## config.mk

```make
export PLATFORM = sky130hd
export DESIGN_NAME = tw_link_master
export DESIGN_NICKNAME = d
export VERILOG_FILES = /design/src/rtl/tw_pkg.sv /design/src/rtl/tw_tick.sv /design/src/rtl/tw_shift.sv /design/src/rtl/tw_seq.sv /design/src/rtl/tw_link_master.sv
export SDC_FILE = /design/constraint.sdc
export NUM_CORES = 1
export LEC_CHECK = 0
export BUFFER_PORTS_ARGS = -buffer_cell sky130_fd_sc_hd__clkbuf_2
export CORE_MARGIN = 2
export CORE_UTILIZATION = 56
export CTS_BUF_LIST = sky130_fd_sc_hd__clkbuf_2
export CTS_CLUSTER_DIAMETER = 50
export CTS_CLUSTER_SIZE = 16
export DETAILED_ROUTE_END_ITERATION = 8
export GPL_TIMING_DRIVEN = 0
export PLACE_DENSITY = 0.88
export SETUP_SLACK_MARGIN = 0.1
export SYNTH_ARGS = -nofsm -noshare
export SYNTH_HDL_FRONTEND = slang
export SYNTH_SLANG_ARGS = --single-unit
```

## constraint.sdc

```tcl
create_clock -name clk -period 1.8 [get_ports clk]
set_clock_uncertainty 0.05 [all_clocks]
set_input_delay 0.27 -clock clk [delete_from_list [all_inputs] [get_ports clk]]
set_output_delay 0.27 -clock clk [all_outputs]
set_load 0.05 [all_outputs]
```

## src/rtl/tw_pkg.sv

```systemverilog
// Package: constants and types shared by the three-wire master.
// Assumes: one frame = address field, one read/write bit, one data byte.
package tw_pkg;

    // Frame sequencer states
    typedef enum logic [2:0] {
        ST_IDLE,   // no frame, selects low
        ST_SETUP,  // select high, clock still low
        ST_HIGH,   // serial clock high half of a bit
        ST_LOW,    // serial clock low half between bits
        ST_HOLD    // after last fall, before select drops
    } tw_state_t;

endpackage

```

## src/rtl/tw_tick.sv

```systemverilog
// Module: half-period tick generator.
// Emits one tick every HALF_DIV system cycles while run is high.
// Assumes: run stays high for the whole frame, and the count restarts when
// run drops so that every frame begins with a full half-period.
module tw_tick #(
    parameter int HALF_DIV = 2
) (
    input  logic clk,
    input  logic rst_n,
    input  logic run,
    output logic tick
);
    localparam int CNT_W = (HALF_DIV > 1) ? $clog2(HALF_DIV) : 1;
    localparam logic [CNT_W-1:0] LAST = CNT_W'(HALF_DIV - 1);

    generate
        if (HALF_DIV == 1) begin : g_every
            // Divider of one: every running cycle ends a half-period
            assign tick = run;
        end else begin : g_count
            logic [CNT_W-1:0] cnt;

            // Count system cycles within the current half-period
            always_ff @(posedge clk) begin
                if (!rst_n || !run) begin
                    cnt <= '0;
                end else if (cnt == LAST) begin
                    cnt <= '0;
                end else begin
                    cnt <= cnt + 1'b1;
                end
            end

            assign tick = run && (cnt == LAST);
        end
    endgenerate

endmodule

```

## src/rtl/tw_shift.sv

```systemverilog
// Module: transmit and receive shift registers.
// Holds the outgoing frame with the current bit at the top, and collects
// sampled reply bits MSB first.
// Assumes: load, shift and capture come from the sequencer; shift and
// capture may occur in the same cycle.
module tw_shift #(
    parameter int FRAME_W = 16,
    parameter int DATA_W  = 8
) (
    input  logic               clk,
    input  logic               rst_n,
    input  logic               load,
    input  logic [FRAME_W-1:0] frame_in,
    input  logic               shift,
    input  logic               capture,
    input  logic               sda_in,
    output logic               tx_bit,
    output logic [DATA_W-1:0]  rx_data
);
    logic [FRAME_W-1:0] tx_q;
    logic [DATA_W-1:0]  rx_q;

    // Outgoing frame: load on accept, advance one bit per falling edge
    always_ff @(posedge clk) begin
        if (!rst_n) begin
            tx_q <= '0;
        end else if (load) begin
            tx_q <= frame_in;
        end else if (shift) begin
            tx_q <= {tx_q[FRAME_W-2:0], 1'b0};
        end
    end

    // Reply byte: clear on accept, shift in one sample per read falling edge
    always_ff @(posedge clk) begin
        if (!rst_n) begin
            rx_q <= '0;
        end else if (load) begin
            rx_q <= '0;
        end else if (capture) begin
            rx_q <= {rx_q[DATA_W-2:0], sda_in};
        end
    end

    assign tx_bit  = tx_q[FRAME_W-1];
    assign rx_data = rx_q;

endmodule

```

## src/rtl/tw_seq.sv

```systemverilog
// Module: frame sequencer.
// Walks setup, 16 clock periods and hold; drives the clock, the selects, the
// output enable and the done pulse; tells the shifter when to load, shift and
// sample.
// Assumes: tick marks the last cycle of each half-period.
module tw_seq
    import tw_pkg::*;
#(
    parameter int ADDR_W  = 7,
    parameter int FRAME_W = 16
) (
    input  logic       clk,
    input  logic       rst_n,
    input  logic       cmd_valid,
    input  logic       cmd_sel,
    input  logic       cmd_rd,
    input  logic       tick,
    output logic       run,
    output logic       busy,
    output logic       done,
    output logic       sclk,
    output logic [1:0] csel,
    output logic       oe,
    output logic       load,
    output logic       shift,
    output logic       capture
);
    localparam int BIT_W = $clog2(FRAME_W);
    localparam logic [BIT_W-1:0] LAST_BIT = BIT_W'(FRAME_W - 1);
    localparam logic [BIT_W-1:0] RW_BIT   = BIT_W'(ADDR_W);

    tw_state_t        state;
    logic [BIT_W-1:0] bitn;
    logic             rd_q;
    logic             sclk_q;
    logic [1:0]       cs_q;
    logic             oe_q;
    logic             done_q;

    // Strobes for the shifter, all aligned to a falling clock edge
    assign load    = (state == ST_IDLE) && cmd_valid;
    assign shift   = (state == ST_HIGH) && tick && (bitn != LAST_BIT);
    assign capture = (state == ST_HIGH) && tick && rd_q && (bitn > RW_BIT);

    // Frame state, clock level, selects, output enable and done pulse
    always_ff @(posedge clk) begin
        if (!rst_n) begin
            state  <= ST_IDLE;
            bitn   <= '0;
            rd_q   <= 1'b0;
            sclk_q <= 1'b0;
            cs_q   <= 2'b00;
            oe_q   <= 1'b0;
            done_q <= 1'b0;
        end else begin
            done_q <= 1'b0;
            unique case (state)
                ST_IDLE: begin
                    if (cmd_valid) begin
                        state         <= ST_SETUP;
                        bitn          <= '0;
                        rd_q          <= cmd_rd;
                        cs_q[cmd_sel] <= 1'b1;
                        oe_q          <= 1'b1;
                    end
                end
                ST_SETUP: begin
                    if (tick) begin
                        sclk_q <= 1'b1;
                        state  <= ST_HIGH;
                    end
                end
                ST_HIGH: begin
                    if (tick) begin
                        sclk_q <= 1'b0;
                        if (bitn == LAST_BIT) begin
                            state <= ST_HOLD;
                        end else begin
                            bitn  <= bitn + 1'b1;
                            state <= ST_LOW;
                            if (rd_q && (bitn >= RW_BIT)) begin
                                oe_q <= 1'b0;
                            end
                        end
                    end
                end
                ST_LOW: begin
                    if (tick) begin
                        sclk_q <= 1'b1;
                        state  <= ST_HIGH;
                    end
                end
                ST_HOLD: begin
                    if (tick) begin
                        cs_q   <= 2'b00;
                        oe_q   <= 1'b0;
                        done_q <= 1'b1;
                        state  <= ST_IDLE;
                    end
                end
                default: state <= ST_IDLE;
            endcase
        end
    end

    assign run  = (state != ST_IDLE);
    assign busy = (state != ST_IDLE);
    assign done = done_q;
    assign sclk = sclk_q;
    assign csel = cs_q;
    assign oe   = oe_q;

    // never both selects at once
    p_one_select_r2: assert property (@(posedge clk) disable iff (!rst_n)
        !(cs_q[0] && cs_q[1]));

    // slave B select rises only for a command that chose slave B
    p_select_b_match_r2: assert property (@(posedge clk) disable iff (!rst_n)
        $rose(cs_q[1]) |-> $past(cmd_sel));

    // serial clock only high inside a selected frame
    p_clk_in_frame_r3: assert property (@(posedge clk) disable iff (!rst_n)
        sclk_q |-> (|cs_q));

    // a rising clock edge always follows a cycle with the select already high
    p_select_before_clk_r3: assert property (@(posedge clk) disable iff (!rst_n)
        $rose(sclk_q) |-> $past(|cs_q));

    // line released throughout the read data phase
    p_read_released_r6: assert property (@(posedge clk) disable iff (!rst_n)
        (rd_q && ((state == ST_HIGH) || (state == ST_LOW)) && (bitn > RW_BIT))
            |-> !oe_q);

    // done lasts a single cycle
    p_done_pulse_r7: assert property (@(posedge clk) disable iff (!rst_n)
        done_q |=> !done_q);

    // a command during a frame does not alter the latched direction
    p_busy_ignores_r8: assert property (@(posedge clk) disable iff (!rst_n)
        ((state != ST_IDLE) && cmd_valid) |=> $stable(rd_q));

    // line never driven while idle
    p_idle_released_r9: assert property (@(posedge clk) disable iff (!rst_n)
        (cs_q == 2'b00) |-> !oe_q);

endmodule

```

## src/rtl/tw_link_master.sv

```systemverilog
// Module: three-wire register access master (top).
// Accepts one command at a time and runs one 16-bit frame per command on a
// shared clock/data link with two active-high selects.
// Assumes: the pad ring joins sda_out, sda_oe and sda_in into one tristate pin.
module tw_link_master #(
    parameter int HALF_DIV = 2,
    parameter int ADDR_W   = 7,
    parameter int DATA_W   = 8
) (
    input  logic              clk,
    input  logic              rst_n,
    input  logic              cmd_valid,
    input  logic              cmd_sel,
    input  logic [ADDR_W-1:0] cmd_addr,
    input  logic              cmd_rd,
    input  logic [DATA_W-1:0] cmd_wdata,
    output logic              busy,
    output logic              done,
    output logic [DATA_W-1:0] rdata,
    output logic              sclk,
    output logic              csel_a,
    output logic              csel_b,
    output logic              sda_out,
    output logic              sda_oe,
    input  logic              sda_in
);
    localparam int FRAME_W = ADDR_W + 1 + DATA_W;

    logic             run;
    logic             tick;
    logic             load;
    logic             shift;
    logic             capture;
    logic             tx_bit;
    logic [1:0]       csel;
    logic [FRAME_W-1:0] frame;

    // Frame image: address, direction bit, data byte
    assign frame = {cmd_addr, cmd_rd, cmd_wdata};

    tw_tick #(
        .HALF_DIV (HALF_DIV)
    ) u_tick (
        .clk   (clk),
        .rst_n (rst_n),
        .run   (run),
        .tick  (tick)
    );

    tw_seq #(
        .ADDR_W  (ADDR_W),
        .FRAME_W (FRAME_W)
    ) u_seq (
        .clk       (clk),
        .rst_n     (rst_n),
        .cmd_valid (cmd_valid),
        .cmd_sel   (cmd_sel),
        .cmd_rd    (cmd_rd),
        .tick      (tick),
        .run       (run),
        .busy      (busy),
        .done      (done),
        .sclk      (sclk),
        .csel      (csel),
        .oe        (sda_oe),
        .load      (load),
        .shift     (shift),
        .capture   (capture)
    );

    tw_shift #(
        .FRAME_W (FRAME_W),
        .DATA_W  (DATA_W)
    ) u_shift (
        .clk      (clk),
        .rst_n    (rst_n),
        .load     (load),
        .frame_in (frame),
        .shift    (shift),
        .capture  (capture),
        .sda_in   (sda_in),
        .tx_bit   (tx_bit),
        .rx_data  (rdata)
    );

    assign csel_a  = csel[0];
    assign csel_b  = csel[1];
    assign sda_out = sda_oe ? tx_bit : 1'b0;

    // data line steady for the whole high half of the serial clock
    p_line_steady_high_r4: assert property (@(posedge clk) disable iff (!rst_n)
        (sclk && $past(sclk)) |-> $stable(sda_out));

endmodule

```

==> summary by stage <==
Synth
Sorting the synthesized cells by area gives the leading types as sky130_fd_sc_hd__dfxtp_1 (45%), sky130_fd_sc_hd__nor2_1 (8.7%), sky130_fd_sc_hd__nand2_1 (8.3%). The number of nets in the synthesized netlist is 219. Yosys printed 0 warnings.

The synthesized netlist contains 39 unique library cells. The netlist area before placement is 0.00168 mm^2. The share of synthesized area occupied by flip-flops and latches is 0.454. A synthesized cell averages 8.50 um^2. The share of synthesized area in the top cell type comes to 0.454. After synthesis the netlist holds a flip-flop and latch count of 38. Of all cell types, the one taking the most synthesized area is sky130_fd_sc_hd__dfxtp_1. The cell count after synthesis is 197.

Global route
The initial antenna violation count is 0. The wire length of the first global-routing pass is 6290 um. The via count of the first global-routing pass is 1,431. Entering global routing, the biggest net connects 11 pins. For this run, the total global-route usage over all layers was measured as 0.236. The global route total overflow is 0.

Worst setup path
In this design, the largest share of critical-path delay is due to simple AND/OR/NAND/NOR gates. The data arrival time at the worst-slack endpoint is 1.43 ns. STA classifies the critical path endpoint as an output port. The library cell contributing the largest single delay on the critical path is sky130_fd_sc_hd__or3_4. The kind of critical path is reg -> out. The longest individual stage delay on the worst path is 0.38 ns. The critical path goes through buf_6 -> or3_4 -> clkbuf_16. The total buffers and inverters traversed by the critical path is 2. The data required time at the worst endpoint is 1.48 ns.

STA classifies the critical path startpoint as a flop. The biggest fanout along the worst timing path is 4.

CTS
For the worst-skew pair, the clock arrives at the later sink with an insertion delay of 0.38 ns. The clock-pin slew reported for the worst setup and hold paths after clock tree synthesis is 0.19 ns. The largest buffer count on any clock path is 2. CTS built an H-tree with a depth of 2. TritonCTS built the clock tree. The cell sitting at the root of the clock tree is a sky130_fd_sc_hd__clkbuf_2. The sink count of the clock tree is 38. The number of buffers created by CTS is 5.

Timing
The final count of pins violating max slew is 0. Measured against its own limit, the worst slew margin works out to 0.636. Static timing analysis puts the maximum clock frequency at 571 MHz. Setup repair after global routing could not meet its margin everywhere.

Dividing the final minimum period by the clock period gives 0.972. The time the final worst path needs with I/O delays and setup is 1.75 ns. At the pin with the least slew margin, the transition time is 0.546 ns. The count of endpoints failing hold in the final timing report was 0. On the final layout, the worst hold slack is 0.0668 ns. Setup violations remaining at the end of the flow were counted as 0.

Pwr
The total power draw is 0.00157 W. Summed over all cells, the static leakage comes to 0.860 nW. The power density normalized to cell area is 741 mW/mm^2. The peak ir drop on the vdd network is 0.550 mV.

Drt
The total vias in the final route is 1,581. The DRC marker count from the first detailed-route iteration is 51. Wires add up to 3840 um.

In the final routed layout, each cell accounts on average for 13.8 um. The via count normalized by instance count is 5.69. The residual DRC count is 2. The number of routed nets with antenna violations is 0. The detailed-routing iteration count for the pre-antenna-repair pass is 6.

Floorplan
The initial core utilization is 0.597. In this run the horizontal extent of the chip is 58.7 um. The core box area is 0.00281 mm^2. The number of placement rows is 19. Pin placement for this block handled 36 I/O pins. The die covers 0.00345 mm^2. Measured along the y axis, the die boundary spans 58.7 um.

Final layout
The antenna diode count is 0. The count of fill cells added during filler insertion is 209. The final layout contains 270 nets.

The ratio of cells with drive above 1 in the final layout is 0.312. After routing the design area is 0.00211 mm^2. Summing all multi-input logic gate instances after layout gives 877 um^2.

The area overhead of the layout relative to synthesis is 26.1%. The non-filler instance count after layout is 278. In the final layout, flip-flops and latches occupy 766 um^2.

Place
Including well taps, the total number of placed cells is 263. The cell area after placement is 0.00189 mm^2. In this run the tool buffered the top-level ports with 35 buffer cells. Routability-driven placement finished with a final weighted congestion of 0.782.

Detailed placement ended at an HPWL of 2490 um.

Run status
The checks that failed: DRC. The flow ran to the end, but the final reports show violations.

Run
Across the run, the number of max-cap violations was 0.

Min path
The classification of the worst-slack hold path is in -> reg.
[registers in the layout (all words and copies together), names as in the netlist]
name / cells
u_shift.rx_data: 8
u_seq.state: 3
u_shift.tx_q: 16
u_seq.csel: 2
u_seq.sclk: 1
u_seq.oe: 1
u_seq.bitn: 4
u_tick.g_count.cnt: 1
u_seq.done: 1
u_seq.rd_q: 1
[cell families after synthesis]
family | synth area share
fa+ha+maj | 0.00747
flops | 0.454
buf+inv | 0.0515
simple gates | 0.276
compound gates | 0.145
mux | 0.0665
[metal layers]
metal  share of wire  wire (um)  vias up  global-route usage
li1                -          -      788                   -
met1            0.44       1700      727               0.324
met2            0.47       1820       58               0.380
met3           0.067        256        8              0.0484
met4           0.018         69        0              0.0682
met5               0          0        -                   0
[cells in the final DEF, fill, tap and decap left out, drive strengths merged, types with 2 or more instances in the layout]
cell type / instances
o21ai: 7
nand3: 3
nor2: 39
or2: 2
o221ai: 2
clkinv: 2
a311oi: 14
nand2b: 3
mux2i: 10
a21oi: 5
dfxtp: 38
and2: 2
nand2: 39
buf: 15
clkbuf: 47
or3: 2
[stage by stage]
step | TNS, ns | util | setup WS [ns]
6_report | 0 | 0.753 | 0.0499
5_1_grt | 0 | 0.753 | 0.00267
4_1_cts | 0 | 0.719 | 0.0715
3_5_place_dp | -0.132 | 0.674 | -0.0434
3_3_place_gp | 0 | 0.674 | 0.00853
2_1_floorplan | 0 | - | 0.177
[synthesized netlist by cell type]
cell and n:
sky130_fd_sc_hd__a311oi_1 13, sky130_fd_sc_hd__nor4_4 1, sky130_fd_sc_hd__or2_2 1, sky130_fd_sc_hd__and4_1 1, sky130_fd_sc_hd__nand2b_1 3, sky130_fd_sc_hd__mux2i_1 10
sky130_fd_sc_hd__buf_4 1, sky130_fd_sc_hd__or4b_1 1, sky130_fd_sc_hd__o21a_1 1, sky130_fd_sc_hd__and3_1 1, sky130_fd_sc_hd__clkinv_1 1, sky130_fd_sc_hd__or3_1 2
sky130_fd_sc_hd__a31oi_1 1, sky130_fd_sc_hd__nand2_2 2, sky130_fd_sc_hd__inv_1 1, sky130_fd_sc_hd__or2_4 1, sky130_fd_sc_hd__nand3b_1 1, sky130_fd_sc_hd__mux2_2 1
sky130_fd_sc_hd__and2_1 2, sky130_fd_sc_hd__o21ai_0 7, sky130_fd_sc_hd__o221ai_1 2, sky130_fd_sc_hd__clkbuf_2 2, sky130_fd_sc_hd__nand4_1 1, sky130_fd_sc_hd__a31o_1 1
sky130_fd_sc_hd__nor2b_1 1, sky130_fd_sc_hd__nor3b_1 1, sky130_fd_sc_hd__a21oi_1 5, sky130_fd_sc_hd__a22oi_1 1, sky130_fd_sc_hd__nor3_4 1, sky130_fd_sc_hd__buf_2 1
sky130_fd_sc_hd__o22ai_1 1, sky130_fd_sc_hd__buf_6 3, sky130_fd_sc_hd__nor2_1 39, sky130_fd_sc_hd__ha_1 1, sky130_fd_sc_hd__clkbuf_1 6, sky130_fd_sc_hd__dfxtp_1 38
sky130_fd_sc_hd__nand3_1 3, sky130_fd_sc_hd__nand2_1 37, sky130_fd_sc_hd__a311oi_2 1
[cell type report]
cell class,instances,area share
multi-input cells,144,0.415
clock inverters,1,0.00178
inverters,2,0.00355
flip-flops and latches,38,0.363
clock buffers,5,0.0118
repair buffers,44,0.142
well taps,31,0.0184
plain buffers,13,0.0450
[worst min-delay path, delay by kind of cell]
| kind | cells | cell delay, ns |
|---|---|---|
| buffers and inverters | 1 | 0.08 |
| AOI/OAI and AO/OA | 1 | 0.06 |
| and+or+nand+nor | 1 | 0.05 |
[final timing paths]
check	to	slack, ns	from	cells after the start
worst max-delay path	busy	0.05	u_seq.state[1]$_SDFFE_PN0P_	3
worst min-delay path	u_shift.tx_q[0]$_SDFFE_PN0P_	0.07	cmd_wdata[0]	3
worst max register to register	u_seq.bitn[2]$_SDFFE_PN0P_	0.11	u_seq.state[0]$_SDFFE_PN0P_	6
worst min register to register	u_shift.tx_q[0]$_SDFFE_PN0P_	0.43	u_shift.tx_q[0]$_SDFFE_PN0P_	2
[where the power goes]
group	internal, W	total [W]	switching (W)	leakage [nW]
registers	0.000888	0.000912	0.0000239	0.312
logic	0.000136	0.000316	0.000180	0.526
clock network	0.0000774	0.000338	0.000261	0.0223
[repair_timing]
action / in CTS / in global routing
pin swaps: 3 / 8
endpoints found under the hold margin: 0 / 0
buffers inserted: 2 / 6
hold buffers: 0 / 0
gates resized for setup: 19 / 11
setup endpoints to repair: 27 / 28
gates cloned: 1 / 0
Power figures use the tool's default switching activity.
